`src/rtl/irq_resolver_pkg.sv`:
```
package irq_resolver_pkg;

   typedef enum logic [1:0] {
      KIND_LEVEL = 2'd0,
      KIND_EDGE  = 2'd1,
      KIND_NMI   = 2'd2,
      KIND_TIMER = 2'd3
   } irq_kind_e;

   function automatic irq_kind_e kind_of(input logic [1:0] code);
      return irq_kind_e'(code);
   endfunction

endpackage

```
`src/rtl/irq_pending_reg.sv`:
```
module irq_pending_reg
   import irq_resolver_pkg::*;
#(
   parameter int NUM_IRQ    = 8,
   parameter int NUM_TIMERS = 2,
   parameter int IRQ_W      = 3,
   parameter int EVT_IDX_W  = 4,
   parameter logic [2*NUM_IRQ-1:0]      IRQ_KINDS = '0,
   parameter logic [NUM_TIMERS*IRQ_W-1:0] TIMER_MAP = '0
) (
   input  logic                  clk,
   input  logic                  rst,
   input  logic                  evt_valid,
   input  logic [EVT_IDX_W-1:0]  evt_idx,
   input  logic                  evt_active,
   input  logic [NUM_TIMERS-1:0] timer_match,
   input  logic                  ack_valid,
   input  logic [NUM_IRQ-1:0]    ack_mask,
   output logic [NUM_IRQ-1:0]    pend_q
);

   logic [NUM_IRQ-1:0] lvl_kind;
   logic [NUM_IRQ-1:0] evt_sel;
   logic [NUM_IRQ-1:0] set_vec;
   logic [NUM_IRQ-1:0] clr_vec;
   logic [NUM_IRQ-1:0] ack_vec;
   logic [NUM_IRQ-1:0] pend_d;
   logic               evt_inr;
   logic [IRQ_W-1:0]   evt_bit;

   for (genvar i = 0; i < NUM_IRQ; i++) begin : g_kind
      assign lvl_kind[i] = (kind_of(IRQ_KINDS[2*i +: 2]) == KIND_LEVEL);
   end

   assign evt_inr = evt_valid && ({1'b0, evt_idx} < (EVT_IDX_W+1)'(NUM_IRQ));
   assign evt_bit = evt_idx[IRQ_W-1:0];

   always_comb begin
      for (int i = 0; i < NUM_IRQ; i++) begin
         evt_sel[i] = evt_inr && (evt_idx == EVT_IDX_W'(i));
      end
   end

   always_comb begin
      set_vec = evt_active ? evt_sel : '0;
      for (int t = 0; t < NUM_TIMERS; t++) begin
         if (timer_match[t]) begin
            set_vec[TIMER_MAP[t*IRQ_W +: IRQ_W]] = 1'b1;
         end
      end
   end

   assign clr_vec = evt_active ? '0 : (evt_sel & lvl_kind);
   assign ack_vec = ack_valid ? ack_mask : '0;
   assign pend_d  = (pend_q & ~ack_vec & ~clr_vec) | set_vec;

   always_ff @(posedge clk) begin
      if (rst) pend_q <= '0;
      else     pend_q <= pend_d;
   end

   assert_evt_sets_R1: assert property (@(posedge clk) disable iff (rst)
      evt_inr && evt_active |=> pend_q[$past(evt_bit)]);

   assert_level_release_R1: assert property (@(posedge clk) disable iff (rst)
      evt_inr && !evt_active && lvl_kind[evt_bit] && (timer_match == '0)
      |=> !pend_q[$past(evt_bit)]);

   assert_edge_sticky_R2: assert property (@(posedge clk) disable iff (rst)
      evt_inr && !evt_active && !lvl_kind[evt_bit] && !ack_vec[evt_bit]
      |=> pend_q[$past(evt_bit)] == $past(pend_q[evt_bit]));

   assert_out_of_range_R7: assert property (@(posedge clk) disable iff (rst)
      evt_valid && !evt_inr && !ack_valid && (timer_match == '0)
      |=> $stable(pend_q));

   assert_ack_clears_R9: assert property (@(posedge clk) disable iff (rst)
      ack_valid && !evt_valid && (timer_match == '0)
      |=> (pend_q & $past(ack_mask)) == '0);

   for (genvar t = 0; t < NUM_TIMERS; t++) begin : g_tchk
      assert_timer_sets_R8: assert property (@(posedge clk) disable iff (rst)
         timer_match[t] |=> pend_q[TIMER_MAP[t*IRQ_W +: IRQ_W]]);
   end

endmodule

```
`src/rtl/irq_ctrl_regs.sv`:
```
module irq_ctrl_regs #(
   parameter int NUM_IRQ = 8,
   parameter int LVL_W   = 3
) (
   input  logic               clk,
   input  logic               rst,
   input  logic               en_we,
   input  logic [NUM_IRQ-1:0] en_wdata,
   input  logic               thr_we,
   input  logic [LVL_W-1:0]   thr_wdata,
   output logic [NUM_IRQ-1:0] enable_q,
   output logic [LVL_W-1:0]   thr_q
);

   always_ff @(posedge clk) begin
      if (rst) begin
         enable_q <= '0;
         thr_q    <= '0;
      end else begin
         if (en_we)  enable_q <= en_wdata;
         if (thr_we) thr_q    <= thr_wdata;
      end
   end

endmodule

```
`src/rtl/irq_level_scan.sv`:
```
module irq_level_scan
   import irq_resolver_pkg::*;
#(
   parameter int NUM_IRQ    = 8,
   parameter int NUM_LEVELS = 5,
   parameter int NMI_LEVEL  = 5,
   parameter int LVL_W      = 3,
   parameter logic [NUM_LEVELS*NUM_IRQ-1:0] LEVEL_MASKS = '0,
   parameter logic [2*NUM_IRQ-1:0]          IRQ_KINDS   = '0
) (
   input  logic [NUM_IRQ-1:0] pend,
   input  logic [NUM_IRQ-1:0] enable,
   input  logic [LVL_W-1:0]   thr,
   output logic [LVL_W-1:0]   thr_eff,
   output logic               found,
   output logic [LVL_W-1:0]   level
);

   logic [NUM_IRQ-1:0]    nmi_mask;
   logic [NUM_IRQ-1:0]    eligible;
   logic [NUM_LEVELS:1]   lvl_hit;

   for (genvar i = 0; i < NUM_IRQ; i++) begin : g_nmi
      assign nmi_mask[i] = (kind_of(IRQ_KINDS[2*i +: 2]) == KIND_NMI);
   end

   assign eligible = pend & (enable | nmi_mask);

   for (genvar l = 1; l <= NUM_LEVELS; l++) begin : g_hit
      assign lvl_hit[l] = |(LEVEL_MASKS[(l-1)*NUM_IRQ +: NUM_IRQ] & eligible);
   end

   assign thr_eff = (thr >= LVL_W'(NMI_LEVEL)) ? LVL_W'(NMI_LEVEL - 1) : thr;

   always_comb begin
      found = 1'b0;
      level = '0;
      for (int l = NUM_LEVELS; l >= 1; l--) begin
         if (!found && lvl_hit[l] && (LVL_W'(l) > thr_eff)) begin
            found = 1'b1;
            level = LVL_W'(l);
         end
      end
   end

endmodule

```
`src/rtl/irq_level_resolver.sv`:
```
module irq_level_resolver
   import irq_resolver_pkg::*;
#(
   parameter int NUM_IRQ    = 8,
   parameter int NUM_LEVELS = 5,
   parameter int NMI_LEVEL  = 5,
   parameter int NUM_TIMERS = 2,
   parameter logic [NUM_LEVELS*NUM_IRQ-1:0] LEVEL_MASKS = 40'h40_A0_18_02_05,
   parameter logic [2*NUM_IRQ-1:0]          IRQ_KINDS   = 16'h6350,
   localparam int IRQ_W     = (NUM_IRQ > 1) ? $clog2(NUM_IRQ) : 1,
   localparam int EVT_IDX_W = IRQ_W + 1,
   localparam int LVL_W     = $clog2(NUM_LEVELS + 1),
   parameter logic [NUM_TIMERS*IRQ_W-1:0]   TIMER_MAP   = 6'b111_100
) (
   input  logic                  clk,
   input  logic                  rst,
   input  logic                  evt_valid,
   input  logic [EVT_IDX_W-1:0]  evt_idx,
   input  logic                  evt_active,
   input  logic [NUM_TIMERS-1:0] timer_match,
   input  logic                  ack_valid,
   input  logic [NUM_IRQ-1:0]    ack_mask,
   input  logic                  en_we,
   input  logic [NUM_IRQ-1:0]    en_wdata,
   input  logic                  thr_we,
   input  logic [LVL_W-1:0]      thr_wdata,
   output logic                  irq_req,
   output logic [LVL_W-1:0]      irq_level
);

   if (NMI_LEVEL < 1 || NMI_LEVEL > NUM_LEVELS) begin : g_bad_nmi
      $error("NMI_LEVEL must lie within 1..NUM_LEVELS");
   end
   if (NUM_IRQ < 1 || NUM_LEVELS < 1 || NUM_TIMERS < 1) begin : g_bad_count
      $error("counts must be at least one");
   end
   for (genvar t = 0; t < NUM_TIMERS; t++) begin : g_map_chk
      if (TIMER_MAP[t*IRQ_W +: IRQ_W] >= NUM_IRQ) begin : g_bad_map
         $error("TIMER_MAP entry points beyond NUM_IRQ");
      end
   end

   logic [NUM_IRQ-1:0] pend_q;
   logic [NUM_IRQ-1:0] enable_q;
   logic [LVL_W-1:0]   thr_q;
   logic [LVL_W-1:0]   thr_eff;
   logic               scan_found;
   logic [LVL_W-1:0]   scan_level;

   irq_pending_reg #(
      .NUM_IRQ    (NUM_IRQ),
      .NUM_TIMERS (NUM_TIMERS),
      .IRQ_W      (IRQ_W),
      .EVT_IDX_W  (EVT_IDX_W),
      .IRQ_KINDS  (IRQ_KINDS),
      .TIMER_MAP  (TIMER_MAP)
   ) i_pend (
      .clk         (clk),
      .rst         (rst),
      .evt_valid   (evt_valid),
      .evt_idx     (evt_idx),
      .evt_active  (evt_active),
      .timer_match (timer_match),
      .ack_valid   (ack_valid),
      .ack_mask    (ack_mask),
      .pend_q      (pend_q)
   );

   irq_ctrl_regs #(
      .NUM_IRQ (NUM_IRQ),
      .LVL_W   (LVL_W)
   ) i_ctrl (
      .clk       (clk),
      .rst       (rst),
      .en_we     (en_we),
      .en_wdata  (en_wdata),
      .thr_we    (thr_we),
      .thr_wdata (thr_wdata),
      .enable_q  (enable_q),
      .thr_q     (thr_q)
   );

   irq_level_scan #(
      .NUM_IRQ     (NUM_IRQ),
      .NUM_LEVELS  (NUM_LEVELS),
      .NMI_LEVEL   (NMI_LEVEL),
      .LVL_W       (LVL_W),
      .LEVEL_MASKS (LEVEL_MASKS),
      .IRQ_KINDS   (IRQ_KINDS)
   ) i_scan (
      .pend    (pend_q),
      .enable  (enable_q),
      .thr     (thr_q),
      .thr_eff (thr_eff),
      .found   (scan_found),
      .level   (scan_level)
   );

   always_ff @(posedge clk) begin
      if (rst) begin
         irq_req   <= 1'b0;
         irq_level <= '0;
      end else begin
         irq_req   <= scan_found;
         irq_level <= scan_level;
      end
   end

   assert_req_has_level_R6: assert property (@(posedge clk) disable iff (rst)
      irq_req |-> irq_level != '0);

   assert_idle_zero_level_R6: assert property (@(posedge clk) disable iff (rst)
      !irq_req |-> irq_level == '0);

   assert_above_threshold_R5: assert property (@(posedge clk) disable iff (rst)
      irq_req |-> irq_level > $past(thr_eff));

   assert_thr_clamped_R4: assert property (@(posedge clk) disable iff (rst)
      thr_eff < LVL_W'(NMI_LEVEL));

   assert_level_bounded_R5: assert property (@(posedge clk) disable iff (rst)
      irq_level <= LVL_W'(NUM_LEVELS));

endmodule

```
`config.mk`:
```
export PLATFORM = sky130hd
export DESIGN_NAME = irq_level_resolver
export DESIGN_NICKNAME = d
export VERILOG_FILES = /design/src/rtl/irq_resolver_pkg.sv /design/src/rtl/irq_pending_reg.sv /design/src/rtl/irq_ctrl_regs.sv /design/src/rtl/irq_level_scan.sv /design/src/rtl/irq_level_resolver.sv
export SDC_FILE = /design/constraint.sdc
export NUM_CORES = 1
export LEC_CHECK = 0
export ABC_AREA = 1
export BUFFER_PORTS_ARGS = -buffer_cell sky130_fd_sc_hd__buf_4
export CAP_MARGIN = 20
export CORE_MARGIN = 3
export CORE_UTILIZATION = 53
export CTS_CLUSTER_SIZE = 10
export DETAILED_ROUTE_END_ITERATION = 8
export GPL_TIMING_DRIVEN = 0
export PLACE_DENSITY_LB_ADDON = 0.08
export SYNTH_ARGS = -nofsm -noshare
export SYNTH_HDL_FRONTEND = slang
export SYNTH_HIERARCHICAL = 1
export SYNTH_SLANG_ARGS = --single-unit
```
`constraint.sdc`:
```
create_clock -name clk -period 2.6 [get_ports clk]
set_clock_uncertainty 0.1 [all_clocks]
set_input_delay 0.52 -clock clk [delete_from_list [all_inputs] [get_ports clk]]
set_output_delay 0.52 -clock clk [all_outputs]
set_load 0.005 [all_outputs]
```
### Yosys cells after proc, flatten, opt, wreduce, memory -nomap -nowiden

Cells that the tools add are included.

| cells by class | value |
|---|---|
| $add $sub $neg | 0 |
| multipliers | 0 |
| divide/modulo/power cells | 0 |
| magnitude comparators | 7 |
| eq/ne operators | 7 |
| shift-type cells | 0 |
| muxes and demuxes | 16 |
| bitwise logic cells | 6 |
| reduce and logical (&&, ||, !) cells | 28 |

Operators by type and width:

| cell | count |
|---|---|
| $and 8x8->8 | 3 |
| $logic_and 1x1->1 | 18 |
| $eq 4x3->1 const B | 4 |
| $mux 8 | 2 |
| $not 8->8 | 2 |
| $mux 3 | 3 |
| $eq 4x2->1 const B | 2 |
| $mux 1 | 8 |
| $or 8x8->8 | 1 |
| $reduce_or 2->1 | 4 |
| $gt 2x3->1 const A | 2 |
| $gt 3x3->1 const A | 2 |
| $mux 6 | 1 |
| $eq 4x1->1 const B | 1 |
| $logic_not 1->1 | 4 |
| $logic_not 4->1 | 1 |
| $lt 4x4->1 const B | 1 |
| $mux 2 | 2 |
| $reduce_or 4->1 | 1 |
| $ge 3x3->1 const B | 1 |
| $gt 1x3->1 const A | 1 |

| word-level totals | value |
|---|---|
| register bits | 23 |
| latch bits | 0 |
| RAM bits | 0 |
| bits in read-only memories | 0 |
| input port bits | 32 |
| output and inout port bits | 4 |
| word-level logic and storage cells | 71 |
| memories kept | 0 |

### Longest topological paths before layout

Gate-level depths: netlist of the first run.

| depth | value |
|---|---|
| depth in word-level cells | 21 |
| gate-level depth with buffers | 8 |

### Cells and area by module

The synthesis of the first run kept the hierarchy.

By module, submodules not included:

| module | instances | cells each | area each (µm²) |
|---|---|---|---|
| irq_ctrl_regs | 1 | 70 | 471.7 |
| irq_pending_reg | 1 | 65 | 417.9 |
| irq_level_scan | 1 | 31 | 138.9 |
| irq_level_resolver | 1 | 12 | 110.1 |

### Worst setup path before layout of the first run

No wires, ideal clock.

| timing | value |
|---|---|
| path type | input to register |
| from | in evt_idx[3] |
| to | reg i_pend.pend_q[0] |
| arrival | 933 ps |
| data required time | 2,385 ps |
| slack | 1,452 ps |
| stages | 6 |
| path buffers | 0 |
| cell sequence | inv_2 > nand2_1 > nor2_2 > nand3_1 > nand2_1 > nor2_1 |

| on the way | value |
|---|---|
| cells in the longest elaborated chain, start to end | 7 |

RTL lines:

| item | line | text |
|---|---|---|
| start: declaration | irq_level_resolver.sv:18 | `input logic [EVT_IDX_W-1:0] evt_idx,` |
| $lt 4x4->1 | irq_pending_reg.sv:35 | `assign evt_inr = evt_valid && ({1'b0, evt_idx} < (EVT_IDX_W+1)'(NUM_IRQ));` |
| $logic_and 1x1->1 | irq_pending_reg.sv:35 |  |
| $logic_and 1x1->1 * | irq_pending_reg.sv:40 | `evt_sel[i] = evt_inr && (evt_idx == EVT_IDX_W'(i));` |
| $mux 6 | irq_pending_reg.sv:53 | `assign clr_vec = evt_active ? '0 : (evt_sel & lvl_kind);` |
| $not 8->8 | irq_pending_reg.sv:55 | `assign pend_d = (pend_q & ~ack_vec & ~clr_vec) \| set_vec;` |
| $and 8x8->8 | irq_pending_reg.sv:55 |  |
| $or 8x8->8 * | irq_pending_reg.sv:55 |  |
| end signal: assignment | irq_pending_reg.sv:59 | `else pend_q <= pend_d;` |
| end: declaration | irq_pending_reg.sv:19 | `output logic [NUM_IRQ-1:0] pend_q` |

Every way passes the cells marked *; elsewhere a longest branch is shown, timed or not.
A chain may end at the register's enable or synchronous reset.

### Worst setup path in the final report of the first run

| timing | value |
|---|---|
| from | reg irq_level[1] |
| to | out irq_level[1] |

RTL lines:

| item | line | text |
|---|---|---|
| start: declaration | irq_level_resolver.sv:28 | `output logic [LVL_W-1:0] irq_level` |
| start signal: assignment | irq_level_resolver.sv:105 | `irq_level <= scan_level;` |

No word-level cell between the ends.

==> results.ini, run 1 <==
[status]
run_status = finished, final reports clean

[global_routing]
pin_count_of_the_biggest_net_entering_global_routing = 14
global_route_wire_length_before_repair_um = 4120
grt_overflow_total = 0
grt_pass1_vias = 1033
globalRouteTotalUtil_pct = 20.8
grt_antenna_before_repair = 0

[yosys]
synthesis.nets = 200
post_synthesis_instance_area_mm2 = 0.00108
yosys_warnings = 6
synthesis.instances = 168
syn_avg_cell_area_um2 = 6.42

[final_layout]
ff_latch_area_um2 = 440
finalInstanceArea_mm2 = 0.00141
design.final.nets = 238
multiInputGateArea_um2 = 505
layout-drive-gt1-share_pct = 24.9
layout_common_cells = nand2_1, nor2_1, buf_4
mostFrequentLayoutCell = nand2_1
fillerInstances = 144
area_delta_synth_final_pct = 30.7
n_diodes = 0

[clocking]
post_cts.resized_instances = 0
ctsHtreeMaxLevel = 1
cts_buffer_depth = 2
cts_buffers = 3
cts_hold_buf = 0
cts.reportedPaths.clkPinSlew_ns = 0.12
clock_sink_count = 22
cts_post_setup_buffers_inserted = 0
cts_tree = done
clkLatencyLatePin_ns = 0.31
ctsRootBufferMaster = clkbuf_4

[die]
die_h_um = 51.1
die_width_um = 51.1
dieArea_mm2 = 0.00261
core_area_mm2 = 0.00182
design.portCount = 36
placementRows = 15
initial_utilization_pct = 59.2

[worst_setup_path]
reg2reg_from = i_ctrl/thr_q[1]
crit_path_max_incr_delay_ns = 0.33
cp_cell_sequence = buf_4
worst_ep_required_time_ns = 1.98
timing.setup.critical_path_class = flip-flop to output pin
crit_slowest_cell = dfxtp_1
end_kind = output pin
regToRegEndpoint = irq_level[0]
rr_worst_depth = 7
timing.critical_path.buf_inv = 1
r2r_slack_ns = 1.46
critPathMaxFanout = 1
cp_top_family = flip-flops
timing.critical_path.arrival_ns = 0.77
start_kind = flip-flop

[placement]
globalplace.congestion = 0.796
dpl-instance-area_mm2 = 0.00136
port_buffers = 33
placement.setup.worst_slack_ns = 1.25
detailed_placer_s_ending_hpwl_um = 1890

[drt]
drt-vias-per-instance = 4.73
drtAntennaViolNets = 0
number_of_iterations_in_the_first_detailed_routing_pass = 4
total_via_count_after_detailed_routing = 1088
dr_wl_cell_um = 10.5
dr.first_iter.drc_count = 13
total_detailed_routing_wirelength_um = 2420
drc_errors = 0

[power]
powerDensity_mw_per_mm2 = 522
power_leakage_nw = 0.736
worst_ir_drop_vdd_mv = 0.455

[worst_hold_path]
hp-class = input pin to flip-flop
worstHoldEndpoint = i_pend/pend_q[3]
startpoint_of_the_worst_hold_path = rst
whs_path_depth = 2

[timing]
worst_hold_slack_ns = 0.344
final-max-slew-violation-count = 0
tightest_slew_ns = 0.221
rsz0062_at_grt = false
setup_violations = 0
fin_crit_sh_pct = 53.3
fin_tns_setup_ns = 0
setup_ws_ns = 1.21
finalCriticalPeriod_ns = 1.39
fmaxAchievable_ghz = 0.722
worst_slew_margin_rel_pct = 85.3
hold_viol_final = 0

[run]
cap_viol_max_count = 0

## state kept, by name, summed over array words and instances (netlist names)
register,flops
irq_req,1
i_ctrl/thr_q,3
irq_level,3
i_ctrl/enable_q,7
i_pend/pend_q,8
## stage by stage
stage	util, %	total power [mW]	std cells
6_report	77.5	0.736	230
5_1_grt	77.5	0.777	230
4_1_cts	77.5	0.746	230
3_5_place_dp	74.6	0.480	226
3_3_place_gp	74.6	0.475	226
2_1_floorplan	-	0.424	168
## area by class of cell
cell class,instances,area share [%]
clock inverter,1,2.13
sequential,22,31.2
multi-input combinational,116,35.8
buffer,3,2.22
tap,25,2.22
clock buffer,3,1.60
inverter,27,7.19
timing repair buffer,33,17.6
## power breakdown
part | internal (mW) | total, mW | switching [mW]
Combinational | 0.0563 | 0.110 | 0.0539
Clock | 0.156 | 0.263 | 0.107
Sequential | 0.353 | 0.363 | 0.00979
Total | 0.566 | 0.736 | 0.170
## routing by layer
layer / routed length, um / GRT usage (%) / vias up
met5: 0 / 0 / -
met4: 50 / 9.42 / 0
met3: 101 / 3.50 / 4
met2: 1220 / 37.6 / 26
met1: 1040 / 23.5 / 482
li1: - / - / 576
## how the worst max path moves through the flow
| stage | slack [ns] | cells past startpoint | endpoint | start |
|---|---|---|---|---|
| finish | 1.21 | 1 | irq_level[1] | irq_level[1] |
| global route | 1.18 | 1 | irq_level[2] | irq_level[2] |
| CTS | 1.20 | 1 | irq_level[0] | irq_level[0] |
| detailed placement | 1.25 | 7 | i_pend/pend_q[1] | evt_idx[3] |
| global placement | 1.28 | 7 | i_pend/pend_q[0] | evt_idx[3] |
| floorplan | 1.45 | 6 | i_pend/pend_q[0] | evt_idx[3] |
Note: power is estimated with default switching activity, not from simulation.
==> inputs of run 2 (changes only) <==
--- a/config.mk
+++ b/config.mk
@@ -9,7 +9,7 @@
 export BUFFER_PORTS_ARGS = -buffer_cell sky130_fd_sc_hd__buf_4
 export CAP_MARGIN = 20
 export CORE_MARGIN = 3
-export CORE_UTILIZATION = 53
+export CORE_UTILIZATION = 45
 export CTS_CLUSTER_SIZE = 10
 export DETAILED_ROUTE_END_ITERATION = 8
 export GPL_TIMING_DRIVEN = 0
==> constraint.sdc (replaced) <==
create_clock -name clk -period 1.15 [get_ports clk]
set_clock_uncertainty 0.1 [all_clocks]
set_input_delay 0.23 -clock clk [delete_from_list [all_inputs] [get_ports clk]]
set_output_delay 0.23 -clock clk [all_outputs]
set_load 0.005 [all_outputs]
==> run 2 against run 1 <==
Against the previous run:
- cell area decreased by 1.1%
- global-route usage is 3.7 points lower
- sequential power grew 130%
- count of clock-buffer cells in the layout is the same
- via count down 2.9%
- die area is 16% higher
- register-to-register slack worse by 1.4 ns
- combinational power grew 120%
- first-iteration DRC count grew 31%
- setup slack lost 1.2 ns
- utilization decreased by 15 points
- critical path type is now flip-flop to flip-flop
==> results.ini, run 2 (synthesis gave the netlist of run 1 again) <==
[clocking]
cts_buffer_depth = 2
cts_tree = done
cts_buffers = 3
cts.reportedPaths.clkPinSlew_ns = 0.11
clock_sink_count = 22
ctsRootBufferMaster = clkbuf_4
ctsHtreeMaxLevel = 1
clkLatencyLatePin_ns = 0.29

[drt]
drtAntennaViolNets = 0
dr_wl_cell_um = 9.67
dr.first_iter.drc_count = 17
drc_errors = 0
total_detailed_routing_wirelength_um = 2240
drt-vias-per-instance = 4.55
number_of_iterations_in_the_first_detailed_routing_pass = 4
total_via_count_after_detailed_routing = 1056

[timing]
worst_slew_margin_rel_pct = 85.8
setup_ws_ns = 0.0348
final-max-slew-violation-count = 0
setup_violations = 0
rsz0062_at_grt = true
fin_crit_sh_pct = 97.0
fin_tns_setup_ns = 0
hold_viol_final = 0
tightest_slew_ns = 0.213
finalCriticalPeriod_ns = 1.12
fmaxAchievable_ghz = 0.897

[placement]
globalplace.congestion = 0.780
dpl-instance-area_mm2 = 0.00136
placement.setup.worst_slack_ns = 0.0519
detailed_placer_s_ending_hpwl_um = 1850
port_buffers = 33

[final_layout]
largest_register = i_pend/pend_q
area_delta_synth_final_pct = 29.4
layout-drive-gt1-share_pct = 28.4
n_diodes = 0
mostFrequentLayoutCell = nand2_1
number_of_flip_flops_in_the_largest_register = 8
layout_top_registers = i_pend/pend_q x8, i_ctrl/enable_q x7
finalInstanceArea_mm2 = 0.00140
design.final.nets = 238
layout_common_cells = nand2_1, nor2_1, buf_4

[die]
initial_utilization_pct = 48.3
placementRows = 17
die_width_um = 55.0
design.portCount = 36
dieArea_mm2 = 0.00302
die_h_um = 55.0
core_area_mm2 = 0.00223

[global_routing]
grt_overflow_total = 0
global_route_wire_length_before_repair_um = 3740
grt_pass1_vias = 928
globalRouteTotalUtil_pct = 17.0
grt_antenna_before_repair = 0
pin_count_of_the_biggest_net_entering_global_routing = 12

[worst_setup_path]
cp_cell_sequence = a21oi_1 -> nand2_1 -> o21bai_1 -> inv_1 -> nand2_1 -> inv_1 -> nor2_1
timing.setup.critical_path_class = flip-flop to flip-flop
crit_slowest_cell = dfxtp_2
crit_path_max_incr_delay_ns = 0.35
cp_top_family = flip-flops
timing.critical_path.arrival_ns = 1.26
worst_ep_required_time_ns = 1.29
start_kind = flip-flop
timing.critical_path.buf_inv = 2
critPathMaxFanout = 3
end_kind = flip-flop

[power]
worst_ir_drop_vdd_mv = 0.506
total_power_mw = 1.40
power_leakage_nw = 0.720
powerDensity_mw_per_mm2 = 1000

[worst_hold_path]
hp-class = input pin to flip-flop

[run]
cap_viol_max_count = 0

[status]
run_status = finished, final reports clean

## run 2: cell types whose count changed in the layout (fill, tap and decap cells not counted), sizes merged
cell    change
bufinv      -1
## run 2: area by class of cell
class                      instances  area (um2)
sequential                        22         447
inverter                          27         101
buffer                             3        31.3
multi-input combinational        116         510
fill                             244         838
tap                               28        35.0
timing repair buffer              33         248
clock buffer                       3        22.5
## run 2: timing repair
item / CTS / global route
resized for setup: 0 / 8
endpoints found under the setup margin: 0 / 3
setup buffers: 0 / 0
hold buffers: 0 / 0
## run 2: power by group
group          total [mW]  switching (mW)  internal (mW)
combinational       0.247           0.119          0.128
clock               0.333           0.211          0.122
sequential          0.822          0.0212          0.801
total                1.40           0.351           1.05
## run 2: worst paths after layout
kind	startpoint	endpoint	slack, ns	cells after the start
setup / recovery	i_ctrl/thr_q[0]	irq_level[0]	0.03	7
hold / removal	rst	i_pend/pend_q[7]	0.08	2
setup reg to reg	i_ctrl/thr_q[0]	irq_level[0]	0.03	7
hold reg to reg	i_pend/pend_q[3]	i_pend/pend_q[3]	0.37	2
## run 2: per-stage QoR
stage | hold slack, ns | std cells | util, %
global placement | 0.358 | 229 | 61.0
detailed placement | 0.358 | 229 | 61.0
global route | 0.0628 | 232 | 62.5
finish | 0.0820 | 232 | 62.5
floorplan | 0.199 | 168 | -
CTS | 0.0700 | 232 | 62.0
## run 2: routing by layer
metal,part of all wire [%],GRT usage [%],up-vias
met3,3.9,2.41,2
li1,-,-,573
met2,53,30.1,17
met4,0.58,6.07,0
met5,0,0,-
met1,43,20.9,464
